File: src/rtl/membist_pkg.sv
package membist_pkg;
  typedef enum logic [1:0] {
    PH_INC = 2'd0,
    PH_W1  = 2'd1,
    PH_W0  = 2'd2
  } phase_e;

  typedef enum logic [2:0] {
    ST_IDLE = 3'd0,
    ST_WR   = 3'd1,
    ST_RQ   = 3'd2,
    ST_RW   = 3'd3,
    ST_DONE = 3'd4
  } state_e;

  localparam int unsigned DEF_DW   = 64;
  localparam int unsigned DEF_WPG  = 16;
  localparam int unsigned DEF_MAXN = 3;
  localparam int unsigned DEF_AW   = 32;
  localparam int unsigned DEF_BW   = 8;
  localparam int unsigned DEF_FCW  = 32;
endpackage

File: src/rtl/membist_rst_sync.sv
module membist_rst_sync #(
  parameter int unsigned STAGES = 2
) (
  input  logic clk,
  input  logic rst_n,
  output logic rst_n_s
);
  logic [STAGES-1:0] sync_q;

  always_ff @(posedge clk or negedge rst_n) begin
    if (!rst_n) sync_q <= '0;
    else        sync_q <= {sync_q[STAGES-2:0], 1'b1};
  end

  assign rst_n_s = sync_q[STAGES-1];
endmodule

File: src/rtl/membist_pattern.sv
module membist_pattern
  import membist_pkg::*;
#(
  parameter int unsigned DW   = DEF_DW,
  parameter int unsigned WPG  = DEF_WPG,
  parameter int unsigned MAXN = DEF_MAXN,
  parameter int unsigned IDXW = 6,
  parameter int unsigned NBW  = 2
) (
  input  phase_e            phase,
  input  logic [NBW-1:0]    nbits,
  input  logic [IDXW-1:0]   idx,
  output logic [DW-1:0]     data
);
  localparam int unsigned WW   = $clog2(WPG);
  localparam int unsigned GW   = IDXW - WW;
  localparam int unsigned NIBS = DW / 4;

  logic [DW-1:0] ramp_word;
  logic [DW-1:0] mask;
  logic [DW-1:0] seed;
  logic [DW-1:0] walk_word;
  logic [WW-1:0] pos;
  logic [GW-1:0] grp;

  assign pos = idx[WW-1:0];
  assign grp = idx[IDXW-1:WW];

  // ramp: the low nibble of the word index copied into each nibble
  for (genvar n = 0; n < NIBS; n++) begin : g_ramp
    assign ramp_word[4*n +: 4] = idx[3:0];
  end

  always_comb begin
    mask = '0;
    for (int b = 0; b < MAXN; b++) begin
      if (b < int'(nbits)) mask[b] = 1'b1;
    end
    seed      = mask << (int'(grp) * WPG);
    walk_word = (seed << int'(pos)) | (seed >> (DW - int'(pos)));
    if (int'(pos) == 0) walk_word = seed;
  end

  always_comb begin
    unique case (phase)
      PH_INC:  data = ramp_word;
      PH_W0:   data = ~walk_word;
      default: data = walk_word;
    endcase
  end
endmodule

File: src/rtl/membist_seq.sv
module membist_seq
  import membist_pkg::*;
#(
  parameter int unsigned DW   = DEF_DW,
  parameter int unsigned WPG  = DEF_WPG,
  parameter int unsigned MAXN = DEF_MAXN,
  parameter int unsigned AW   = DEF_AW,
  parameter int unsigned BW   = DEF_BW,
  parameter int unsigned IDXW = 6,
  parameter int unsigned NBW  = 2
) (
  input  logic            clk,
  input  logic            rst_n,
  input  logic            start,
  input  logic [AW-1:0]   base_addr,
  input  logic [BW-1:0]   burst_cnt,
  input  logic            mem_rdy,
  input  logic            mem_rvalid,
  output logic            mem_req,
  output logic            mem_we,
  output logic [AW-1:0]   mem_addr,
  output logic [IDXW-1:0] idx,
  output phase_e          phase,
  output logic [NBW-1:0]  nbits,
  output logic            clear,
  output logic            rd_wait,
  output logic            done
);
  localparam int unsigned BYTES     = DW / 8;
  localparam int unsigned OFFB      = $clog2(BYTES);
  localparam int unsigned RAMP_WDS  = 16;
  localparam int unsigned LINEB     = $clog2(RAMP_WDS * BYTES);
  localparam logic [IDXW-1:0] RAMP_LAST = IDXW'(RAMP_WDS - 1);
  localparam logic [IDXW-1:0] WALK_LAST = IDXW'((DW / WPG) * WPG - 1);
  localparam logic [NBW-1:0]  NB_FIRST  = NBW'(1);
  localparam logic [NBW-1:0]  NB_LAST   = NBW'(MAXN);
  localparam logic [AW-1:0]   LINE_MASK = ~AW'((1 << LINEB) - 1);

  state_e          state_q, state_d;
  phase_e          phase_q, phase_d;
  logic [NBW-1:0]  nb_q, nb_d;
  logic [IDXW-1:0] idx_q, idx_d;
  logic [BW-1:0]   bur_q, bur_d;
  logic [BW-1:0]   nbur_q, nbur_d;
  logic [AW-1:0]   base_q, base_d;
  logic            idx_last, bur_last, accept, start_ok;

  assign idx_last = (idx_q == ((phase_q == PH_INC) ? RAMP_LAST : WALK_LAST));
  assign bur_last = (bur_q == (nbur_q - BW'(1)));
  assign accept   = mem_req & mem_rdy;
  assign start_ok = start & ((state_q == ST_IDLE) | (state_q == ST_DONE));

  always_comb begin
    state_d = state_q;
    phase_d = phase_q;
    nb_d    = nb_q;
    idx_d   = idx_q;
    bur_d   = bur_q;
    nbur_d  = nbur_q;
    base_d  = base_q;
    unique case (state_q)
      ST_IDLE, ST_DONE: begin
        if (start) begin
          base_d  = base_addr & LINE_MASK;
          nbur_d  = burst_cnt;
          phase_d = PH_INC;
          nb_d    = NB_FIRST;
          idx_d   = '0;
          bur_d   = '0;
          state_d = (burst_cnt == '0) ? ST_DONE : ST_WR;
        end
      end
      ST_WR: begin
        if (accept) begin
          if (!idx_last) begin
            idx_d = idx_q + IDXW'(1);
          end else begin
            idx_d = '0;
            if (phase_q != PH_INC) begin
              state_d = ST_RQ;
            end else if (bur_last) begin
              bur_d   = '0;
              state_d = ST_RQ;
            end else begin
              bur_d = bur_q + BW'(1);
            end
          end
        end
      end
      ST_RQ: begin
        if (accept) state_d = ST_RW;
      end
      ST_RW: begin
        if (mem_rvalid) begin
          state_d = ST_RQ;
          if (!idx_last) begin
            idx_d = idx_q + IDXW'(1);
          end else begin
            idx_d = '0;
            if (phase_q == PH_INC) begin
              if (bur_last) begin
                bur_d   = '0;
                phase_d = PH_W1;
                nb_d    = NB_FIRST;
                state_d = ST_WR;
              end else begin
                bur_d = bur_q + BW'(1);
              end
            end else begin
              state_d = ST_WR;
              if (!bur_last) begin
                bur_d = bur_q + BW'(1);
              end else begin
                bur_d = '0;
                if (nb_q != NB_LAST) begin
                  nb_d = nb_q + NBW'(1);
                end else if (phase_q == PH_W1) begin
                  nb_d    = NB_FIRST;
                  phase_d = PH_W0;
                end else begin
                  state_d = ST_DONE;
                end
              end
            end
          end
        end
      end
      default: state_d = ST_IDLE;
    endcase
  end

  always_ff @(posedge clk or negedge rst_n) begin
    if (!rst_n) begin
      state_q <= ST_IDLE;
      phase_q <= PH_INC;
      nb_q    <= NB_FIRST;
      idx_q   <= '0;
      bur_q   <= '0;
      nbur_q  <= '0;
      base_q  <= '0;
    end else begin
      state_q <= state_d;
      phase_q <= phase_d;
      nb_q    <= nb_d;
      idx_q   <= idx_d;
      bur_q   <= bur_d;
      if (start_ok) begin
        nbur_q <= nbur_d;
        base_q <= base_d;
      end
    end
  end

  assign mem_req  = (state_q == ST_WR) | (state_q == ST_RQ);
  assign mem_we   = (state_q == ST_WR);
  assign mem_addr = base_q + (AW'(idx_q) << OFFB);
  assign idx      = idx_q;
  assign phase    = phase_q;
  assign nbits    = nb_q;
  assign clear    = start_ok;
  assign rd_wait  = (state_q == ST_RW);
  assign done     = (state_q == ST_DONE);
endmodule

File: src/rtl/membist_cmp.sv
module membist_cmp #(
  parameter int unsigned DW  = 64,
  parameter int unsigned AW  = 32,
  parameter int unsigned FCW = 32
) (
  input  logic           clk,
  input  logic           rst_n,
  input  logic           clear,
  input  logic           rd_wait,
  input  logic           mem_rvalid,
  input  logic [DW-1:0]  mem_rdata,
  input  logic [DW-1:0]  exp_data,
  input  logic [AW-1:0]  cur_addr,
  output logic [FCW-1:0] fail_count,
  output logic           err_valid,
  output logic [AW-1:0]  err_addr,
  output logic [DW-1:0]  err_obs,
  output logic [DW-1:0]  err_exp
);
  logic           mism;
  logic [FCW-1:0] cnt_q, cnt_d;
  logic           ev_q;
  logic [AW-1:0]  ea_q;
  logic [DW-1:0]  eo_q, ee_q;

  assign mism = rd_wait & mem_rvalid & (mem_rdata != exp_data);

  always_comb begin
    cnt_d = cnt_q;
    if (clear)                   cnt_d = '0;
    else if (mism && (~cnt_q != '0)) cnt_d = cnt_q + FCW'(1);
  end

  always_ff @(posedge clk or negedge rst_n) begin
    if (!rst_n) begin
      cnt_q <= '0;
      ev_q  <= 1'b0;
      ea_q  <= '0;
      eo_q  <= '0;
      ee_q  <= '0;
    end else begin
      cnt_q <= cnt_d;
      ev_q  <= mism;
      if (mism) begin
        ea_q <= cur_addr;
        eo_q <= mem_rdata;
        ee_q <= exp_data;
      end
    end
  end

  assign fail_count = cnt_q;
  assign err_valid  = ev_q;
  assign err_addr   = ea_q;
  assign err_obs    = eo_q;
  assign err_exp    = ee_q;
endmodule

File: src/rtl/membist_top.sv
module membist_top
  import membist_pkg::*;
#(
  parameter int unsigned DW   = DEF_DW,
  parameter int unsigned WPG  = DEF_WPG,
  parameter int unsigned MAXN = DEF_MAXN,
  parameter int unsigned AW   = DEF_AW,
  parameter int unsigned BW   = DEF_BW,
  parameter int unsigned FCW  = DEF_FCW
) (
  input  logic           clk,
  input  logic           rst_n,
  input  logic           start,
  input  logic [AW-1:0]  base_addr,
  input  logic [BW-1:0]  burst_cnt,
  output logic           mem_req,
  output logic           mem_we,
  output logic [AW-1:0]  mem_addr,
  output logic [DW-1:0]  mem_wdata,
  input  logic           mem_rdy,
  input  logic           mem_rvalid,
  input  logic [DW-1:0]  mem_rdata,
  output logic           done,
  output logic           pass,
  output logic [FCW-1:0] fail_count,
  output logic           err_valid,
  output logic [AW-1:0]  err_addr,
  output logic [DW-1:0]  err_obs,
  output logic [DW-1:0]  err_exp
);
  localparam int unsigned IDXW = $clog2((DW / WPG) * WPG);
  localparam int unsigned NBW  = $clog2(MAXN + 1);

  logic            rst_n_s;
  logic [IDXW-1:0] idx;
  phase_e          phase;
  logic [NBW-1:0]  nbits;
  logic            clear, rd_wait;
  logic [DW-1:0]   pat;

  membist_rst_sync #(.STAGES(2)) u_rst (
    .clk(clk), .rst_n(rst_n), .rst_n_s(rst_n_s)
  );

  membist_seq #(
    .DW(DW), .WPG(WPG), .MAXN(MAXN), .AW(AW), .BW(BW), .IDXW(IDXW), .NBW(NBW)
  ) u_seq (
    .clk(clk), .rst_n(rst_n_s), .start(start), .base_addr(base_addr),
    .burst_cnt(burst_cnt), .mem_rdy(mem_rdy), .mem_rvalid(mem_rvalid),
    .mem_req(mem_req), .mem_we(mem_we), .mem_addr(mem_addr), .idx(idx),
    .phase(phase), .nbits(nbits), .clear(clear), .rd_wait(rd_wait), .done(done)
  );

  membist_pattern #(
    .DW(DW), .WPG(WPG), .MAXN(MAXN), .IDXW(IDXW), .NBW(NBW)
  ) u_pat (
    .phase(phase), .nbits(nbits), .idx(idx), .data(pat)
  );

  membist_cmp #(.DW(DW), .AW(AW), .FCW(FCW)) u_cmp (
    .clk(clk), .rst_n(rst_n_s), .clear(clear), .rd_wait(rd_wait),
    .mem_rvalid(mem_rvalid), .mem_rdata(mem_rdata), .exp_data(pat),
    .cur_addr(mem_addr), .fail_count(fail_count), .err_valid(err_valid),
    .err_addr(err_addr), .err_obs(err_obs), .err_exp(err_exp)
  );

  assign mem_wdata = pat;
  assign pass      = done & (fail_count == '0);
endmodule

File: config.mk
export PLATFORM = sky130hd
export DESIGN_NAME = membist_top
export DESIGN_NICKNAME = d
export VERILOG_FILES = /design/src/rtl/membist_pkg.sv /design/src/rtl/membist_rst_sync.sv /design/src/rtl/membist_pattern.sv /design/src/rtl/membist_seq.sv /design/src/rtl/membist_cmp.sv /design/src/rtl/membist_top.sv
export SDC_FILE = /design/constraint.sdc
export NUM_CORES = 1
export LEC_CHECK = 0
export ABC_AREA = 1
export BUFFER_PORTS_ARGS = -buffer_cell sky130_fd_sc_hd__buf_4
export CAP_MARGIN = 10
export CORE_ASPECT_RATIO = 0.8
export CORE_MARGIN = 3
export CORE_UTILIZATION = 30
export DETAILED_ROUTE_END_ITERATION = 10
export SLEW_MARGIN = 20
export SYNTH_ARGS = -nofsm -noshare
export SYNTH_HDL_FRONTEND = slang
export SYNTH_SLANG_ARGS = --single-unit
File: constraint.sdc
create_clock -name clk -period 21.9 [get_ports clk]
set_input_delay 3.285 -clock clk [delete_from_list [all_inputs] [get_ports clk]]
set_output_delay 3.285 -clock clk [all_outputs]
set_load 0.005 [all_outputs]
==> summary.md, run 1 <==
| Metric | Value |
|---|---|
| Num CTS Buffers | `29` |
| Crit path kind | `reg -> out` |
| Initial antenna violation count | `1` |
| Sw Share | `47.6%` |
| Worst min-delay path class | `reg -> reg` |
| Period utilization | `36.0%` |
| Pint | `1.57 mW` |
| Root buffer cell | `clkbuf_16` |
| Detailed Routing Iterations Pass 1 | `6` |
| CP Max Fanout | `19` |
| Final Slew Violations | `0` |
| Post-synth EDFFs | `0` |
| Setup crit start kind | `flip-flop` |
| PD cells | `154 nW/um2` |
| Die ar. | `54000 um2` |
| DIE HEIGHT | `208 um` |
| First-pass GRT wire length | `95900 um` |
| CTS Hold Buffers Added | `0` |
| Seq/Total Area, Yosys | `40.1%` |
| Drt initial violations | `1793` |
| Gate Count Post-Synth | `2247` |
| Placed insts | `3211` |
| Share of cells above drive strength 1 | `19.4%` |
| Sinks on Clock Net | `246` |
| Die width | `259 um` |
| Via count | `16600` |
| Yosys top cell area share | `39.9%` |
| Worst-Skew Late Latency | `580 ps` |
| Vias in the first global route | `15500` |
| Clock buffer depth | `3` |
| MaxCap Viol Count | `0` |
| Warning count from the yosys run | `0` |
| Largest net degree at the start of global routing | `116` |
| Antenna fix cells | `0` |
| Total grt overflow | `0` |
| Routed Wire Length | `63300 um` |
| Final GP Congestion | `0.939` |
| Top post-synthesis cells by count | `nand2_1, dfrtp_1, nand3_1` |
| Leak | `10.2 nW` |
| Yosys reg bits | `246` |
| Comb power frac | `57.3%` |
| Via density | `5.08` |
| Final Non-Filler Cells | `3263` |
| Buffers added on ports | `388` |
| Status | `completed` |
| Cell Rows | `73` |
| Mean Syn Cell Area | `6.84 um2` |
| Overall power | `3.00 mW` |
| Post-route ant nets | `0` |
| RSZ-0062 raised after global routing | `no` |
| Synth cell types | `46` |
| Gr usage total | `22.8%` |
| Ports | `402` |
| Tmin final | `7890 ps` |
| Asr flop ratio synth | `100%` |
| Slew headroom | `26.1%` |
| Setup tns final | `0 ps` |
| Top-count cell post-synth | `nand2_1` |
| HPWL after DPL | `47700 um` |
| Setup Viol. Count Final | `0` |
| Worst VDD drop | `0.0729 mV` |
| Clk pwr share | `15.3%` |
| Worst path required time | `18620 ps` |
| Flop pwr share | `27.4%` |
| # H-tree levels | `1` |
| Core area | `50100 um2` |
| FMAX | `127 MHz` |
| Fin util | `38.9%` |
| Number of setup buffers added after CTS | `0` |
| Cell taking the most area after synthesis | `dfrtp_1` |
| Post-CTS sizing | `0` |
| Area Growth Syn to Fin | `26.9%` |
| Arrival time at the worst endpoint | `4600 ps` |
| DRC viols | `0` |
| Register clock-pin slew on the reported worst setup and hold paths | `70 ps` |
| Mapped cell area | `15400 um2` |
| Top_reg_cell synth | `dfrtp_1` |
| WL/cell | `19.4 um` |
| CTS tree | `yes` |
| Sw Pwr | `1.43 mW` |
| Leading post-synthesis cells by cell area | `dfrtp_1, nand2_1, nand3_1` |
| Worst slew pin tran | `1110 ps` |
| CP endpoint kind | `primary output` |
| Initial Util | `30.6%` |
| Post-layout nets | `2689` |
| Final Hold Violating Endpoints | `0` |
| Skew final | `24.7 ps` |
==> power groups by stage <==
stage	clock [mW]	sequential, mW	combinational [mW]
3_3_place_gp	0	0.819	1.69
2_1_floorplan	0	0.800	0.893
4_1_cts	0.479	0.820	1.71
5_1_grt	0.498	0.853	1.88
3_5_place_dp	0	0.825	1.71
6_report	0.460	0.821	1.72
==> metal layers <==
metal / track usage [%] / part of all wire (%)
met1: 34.2 / 47
met2: 33.9 / 42
met5: 0 / 0.021
met3: 4.59 / 9.3
met4: 4.10 / 1.7
==> stage by stage <==
step,instance area (um2),hold slack [ps],setup slack (ps)
3_5_place_dp,18600,339,14650
4_1_cts,19500,352,14010
6_report,19500,350,14010
5_1_grt,19500,368,13610
2_1_floorplan,15400,331,14540
3_3_place_gp,18600,339,14710
==> worst max-delay path, stage by stage, from the launching register on <==
cell and delay [ps]:
dfrtp_1 910, inv_2 280, fa_1 550, nor2_1 210, nand3_1 140, nand3b_1 250, nor3_1 290, nand2_1 150
nor2_1 200, nand3_1 180, nor2_1 180, nand2_1 80, nor2_1 150, nand3_1 110, xor2_1 210, buf_4 150
==> flip-flops by register name, summed over array words and instances (netlist names) <==
register	count
u_cmp.err_addr	29
u_cmp.err_exp	64
u_cmp.err_obs	64
u_cmp.err_valid	1
u_cmp.fail_count	32
u_rst.sync_q	2
u_seq.base_q	25
u_seq.bur_q	8
u_seq.idx	6
u_seq.nbits	2
u_seq.nbur_q	8
u_seq.phase	2
u_seq.state_q	3
==> logic make-up after synthesis <==
| logic type | count (synthesis) | synth area share [%] |
|---|---|---|
| AND/OR/NAND/NOR | 1475 | 41.3 |
| XOR/XNOR | 61 | 3.48 |
| other | 2 | 0.0489 |
| buffers and inverters | 295 | 8.75 |
| flip-flops | 246 | 40.1 |
| AO/OA/AOI/OAI | 155 | 5.26 |
| adder cells (fa/ha/maj) | 13 | 1.11 |
==> cell usage in the layout (no fill, tap or decap), types with 2 or more instances in the layout <==
master        n
nor4_1       15
xnor2_1      14
a31oi_1       3
a22oi_1       2
o211ai_1      2
nand3_1     245
inv_2        17
o22ai_1       3
conb_1        7
buf_4       404
o21ai_1      10
nand3_2       5
nor3b_1       5
o21ai_0     109
dfrtp_1     243
nor3_1       24
clkbuf_8      4
nand2_1     893
and2_1        2
nand3b_1      2
nand4_1     116
inv_1       155
clkinv_4      4
a21oi_1      21
clkbuf_16    29
nor2_4        5
nor2_1      142
ha_1         12
xor2_1       47
nand2_2       8
clkinv_2      7
nor2_2        9
clkinvlp_4    2
clkbuf_1      6
==> path summary, 6_finish.rpt <==
path / slack [ps] / depth (start not counted) / end / from
max: 14010 / 15 / mem_addr[31] / u_seq.idx[5]
min: 350 / 0 / u_rst.sync_q[1] / u_rst.sync_q[0]
max reg2reg: 15690 / 21 / u_cmp.err_exp[51] / u_seq.nbits[1]
min reg2reg: 350 / 0 / u_rst.sync_q[1] / u_rst.sync_q[0]
max in group asynchronous: 19310 / 1 / u_rst.sync_q[1] / rst_n
min in group asynchronous: 470 / 0 / u_cmp.fail_count[28] / u_rst.sync_q[1]
==> final cells by class <==
class,instances,area (um2)
clock inverters,13,88.8
flip-flops and latches,246,6160
well taps,675,845
repair buffers,404,3030
inverters,175,661
clock buffers,39,803
multi-input cells,1711,7910
fillers,5312,30600
Note: power is estimated with default switching activity, not from simulation.
==> run 2, diff against run 1 <==
--- a/config.mk
+++ b/config.mk
@@ -5,7 +5,7 @@
 export SDC_FILE = /design/constraint.sdc
 export NUM_CORES = 1
 export LEC_CHECK = 0
-export ABC_AREA = 1
+export ABC_AREA = 0
 export BUFFER_PORTS_ARGS = -buffer_cell sky130_fd_sc_hd__buf_4
 export CAP_MARGIN = 10
 export CORE_ASPECT_RATIO = 0.8
==> constraint.sdc (replaced) <==
create_clock -name clk -period 6.9 [get_ports clk]
set_input_delay 1.035 -clock clk [delete_from_list [all_inputs] [get_ports clk]]
set_output_delay 1.035 -clock clk [all_outputs]
set_load 0.005 [all_outputs]
==> summary.md, run 2 <==
| Metric | Value |
|---|---|
| Mean Syn Cell Area | `8.56 um2 (+25%)` |
| Worst slew pin tran | `1110 ps (+2.88 ps)` |
| MaxCap Viol Count | `0 (unchanged)` |
| Leak | `9.86 nW (-3.3%)` |
| Top-count cell post-synth | `nand2_1` |
| Cell taking the most area after synthesis | `dfrtp_1` |
| Num CTS Buffers | `29 (unchanged)` |
| Die ar. | `55200 um2 (+2.2%)` |
| Buffers added on ports | `388 (unchanged)` |
| Setup tns final | `0 ps (unchanged)` |
| Clock buffer depth | `3 (unchanged)` |
| Via count | `16000 (-3.7%)` |
| Design area | `20300 um2 (+4.2%)` |
| Initial antenna violation count | `2 (+1)` |
| HPWL after DPL | `56600 um (+19%)` |
| Fin worst setup slack | `924 ps (-13090 ps)` |
| R2R setup slack | `920 ps (-14770 ps)` |
| Post-route ant nets | `0 (unchanged)` |
| # H-tree levels | `1 (unchanged)` |
| CTS Hold Buffers Added | `0 (unchanged)` |
| Die width | `262 um (+1.1%)` |
| Worst path required time | `7420 ps (-11200 ps)` |
| Period utilization | `86.6%` |
| Seq/Total Area, Yosys | `39.2% (-0.87 points)` |
| Fin util | `39.5% (+0.65 points)` |
| Critical Path, Cell by Cell | `inv_1 > ha_1 > nor2b_1 > nor3_1 > and3_1 > o32ai_2 > o2bb2ai_1 > nor4_1 > nand4_1 > or4b_4 > o31ai_4 > buf_4 > buf_4 > nand2_1 > nand2_1` |
| WL/cell | `25.7 um (+33%)` |
| Commonest non-fill, non-tap cells in the layout | `nand2_1, buf_4, dfrtp_1` |
| DIE HEIGHT | `211 um (+1.1%)` |
| Slew headroom | `23.8% (-2.3 points)` |
| Number of setup buffers added after CTS | `0 (unchanged)` |
| Final Slew Violations | `0 (unchanged)` |
| Area Growth Syn to Fin | `29.4%` |
| RSZ-0062 raised after global routing | `no` |
| Crit path kind | `reg -> reg` |
| Worst Setup EP | `u_cmp.err_obs[26]` |
| PD cells | `397 nW/um2 (+160%)` |
| Routed Wire Length | `74300 um (+17%)` |
| Largest net degree at the start of global routing | `121 (+4.3%)` |
| Register clock-pin slew on the reported worst setup and hold paths | `60 ps (about the same)` |
| Sinks on Clock Net | `246 (unchanged)` |
| Leading post-synthesis cells by cell area | `dfrtp_1, nand2_1, mux2_4` |
| Gate Count Post-Synth | `1836 (-18%)` |
| CP endpoint kind | `flip-flop` |
| Via density | `5.52 (+8.6%)` |
| Setup Viol. Count Final | `0 (unchanged)` |
| CP Max Fanout | `37 (+18)` |
| Top_reg_cell synth | `dfrtp_1` |
| Commonest non-fill, non-tap cell in the layout | `nand2_1` |
| Final GP Congestion | `0.996 (+6.0%)` |
| CTS tree | `yes` |
| Post-synth EDFFs | `0 (unchanged)` |
| Ports | `402 (unchanged)` |
| Warning count from the yosys run | `0 (unchanged)` |
| Setup crit start kind | `flip-flop` |
| Yosys top cell area share | `39.0% (-0.87 points)` |
| Comb power frac | `53.3% (-4.0 points)` |
| Post-layout nets | `2307 (-14%)` |
| Total grt overflow | `0 (unchanged)` |
| Pint | `4.47 mW (+180%)` |
| Clk pwr share | `19.7% (+4.4 points)` |
| Top post-synthesis cells by count | `nand2_1, dfrtp_1, nor2_1` |
| Flop pwr share | `27.1% (-0.3 points)` |
| Status | `completed` |
| Tmin final | `5980 ps` |
| Pre-CTS setup slack | `1100 ps (-13550 ps)` |
| Gr usage total | `25.9% (+3.2 points)` |
| Core area | `51400 um2 (+2.5%)` |
| Drt initial violations | `1713 (-4.5%)` |
| Root buffer cell | `clkbuf_16` |
| Final Hold Violating Endpoints | `0 (unchanged)` |
| Vias in the first global route | `15300 (-1.2%)` |
| Cell Rows | `74 (+1.4%)` |
| Post-CTS sizing | `0 (unchanged)` |
| Detailed Routing Iterations Pass 1 | `6 (unchanged)` |
| Arrival time at the worst endpoint | `6500 ps (+1900 ps)` |
| Worst reg2reg path depth | `15 (-29%)` |
| Skew final | `11.4 ps (-13.3 ps)` |
| Asr flop ratio synth | `100% (unchanged)` |
| Crit path from | `u_seq.idx[1]` |
| Placed Area | `19300 um2 (+3.9%)` |
| Slowest stage cell, crit path | `nor2b_1` |
| First-pass GRT wire length | `107000 um (+11%)` |
| Synth cell types | `97 (+110%)` |
| Critical Path Max Stage Delay | `710 ps (-200 ps)` |
| Sw Share | `44.6% (-3.1 points)` |
| Worst-Skew Late Latency | `580 ps (about the same)` |
| Sw Pwr | `3.59 mW (+150%)` |
| Share of cells above drive strength 1 | `27.4% (+8.0 points)` |
| Crit Reg-Reg Endpoint | `u_cmp.err_obs[26]` |
| Yosys reg bits | `246 (unchanged)` |
| Worst min-delay path class | `in -> async` |
| Launching point of the worst reg2reg path | `u_seq.idx[1]` |
| DRC viols | `0 (unchanged)` |
| Initial Util | `30.6% (-0.074 points)` |
| Worst VDD drop | `0.199 mV (+170%)` |
| Mapped cell area | `15700 um2 (+2.2%)` |
| FMAX | `167 MHz` |
-- run 2: cells by family (layout without fill, tap and decap cells) --
family          after synthesis  after routing  share of synthesized area (%)
compound gates              377            377                           16.7
xor+xnor                     77             77                           4.29
fa+ha+maj                    13             13                           1.08
buf+inv                     173            538                           5.23
flops                       246            246                           39.2
mux                         110            110                           8.80
other cells                   2              8                         0.0478
simple gates                838            838                           24.7
-- run 2: worst max-delay path: cells and delay by family, from the launching register on --
family,cells,cell delay (ps)
fa+ha+maj,1,600
buf+inv,3,1160
simple gates,8,2660
compound gates,3,910
flops,1,520
-- run 2: through the flow --
stage | hold WS (ps) | total power [mW] | cells
after floorplan | 331 | 4.26 | 1841
after global placement | 338 | 6.38 | 2838
after detailed placement | 337 | 6.39 | 2838
after CTS | 188 | 8.01 | 2890
after global routing | 189 | 8.46 | 2891
final | 223 | 8.06 | 2891
-- run 2: power by group through the flow --
stage          clock [mW]  sequential, mW  combinational [mW]
2_1_floorplan           0            2.14                2.12
3_3_place_gp            0            2.19                4.19
5_1_grt              1.68            2.24                4.54
6_report             1.58            2.18                4.29
3_5_place_dp            0            2.20                4.19
4_1_cts              1.62            2.18                4.21
-- run 2: worst min-delay path by stage --
stage,startpoint,endpoint,slack (ps)
detailed placement,u_rst.sync_q[0],u_rst.sync_q[1],340
global route,rst_n,u_rst.sync_q[0],190
CTS,rst_n,u_rst.sync_q[0],190
finish,rst_n,u_rst.sync_q[0],220
floorplan,u_rst.sync_q[0],u_rst.sync_q[1],330
global placement,u_rst.sync_q[0],u_rst.sync_q[1],340
-- run 2: metal layers --
layer  vias up  global-route usage, %  wire, um
met5         -                      0         0
met1      7900                   37.4     33100
met2       761                   37.7     31700
met4         0                   7.64      2360
li1       7170                      -         -
met3       119                   7.23      7170
-- run 2: area by class of cell --
cell class              count  area [um2]
clock buffers              45         856
flip-flops and latches    246        6160
multi-input cells        1422        8770
clock inverters             7         114
repair buffers            444        3400
well taps                 684         856
inverters                  42         163
diodes                      1        2.50
fillers                  5206       31100
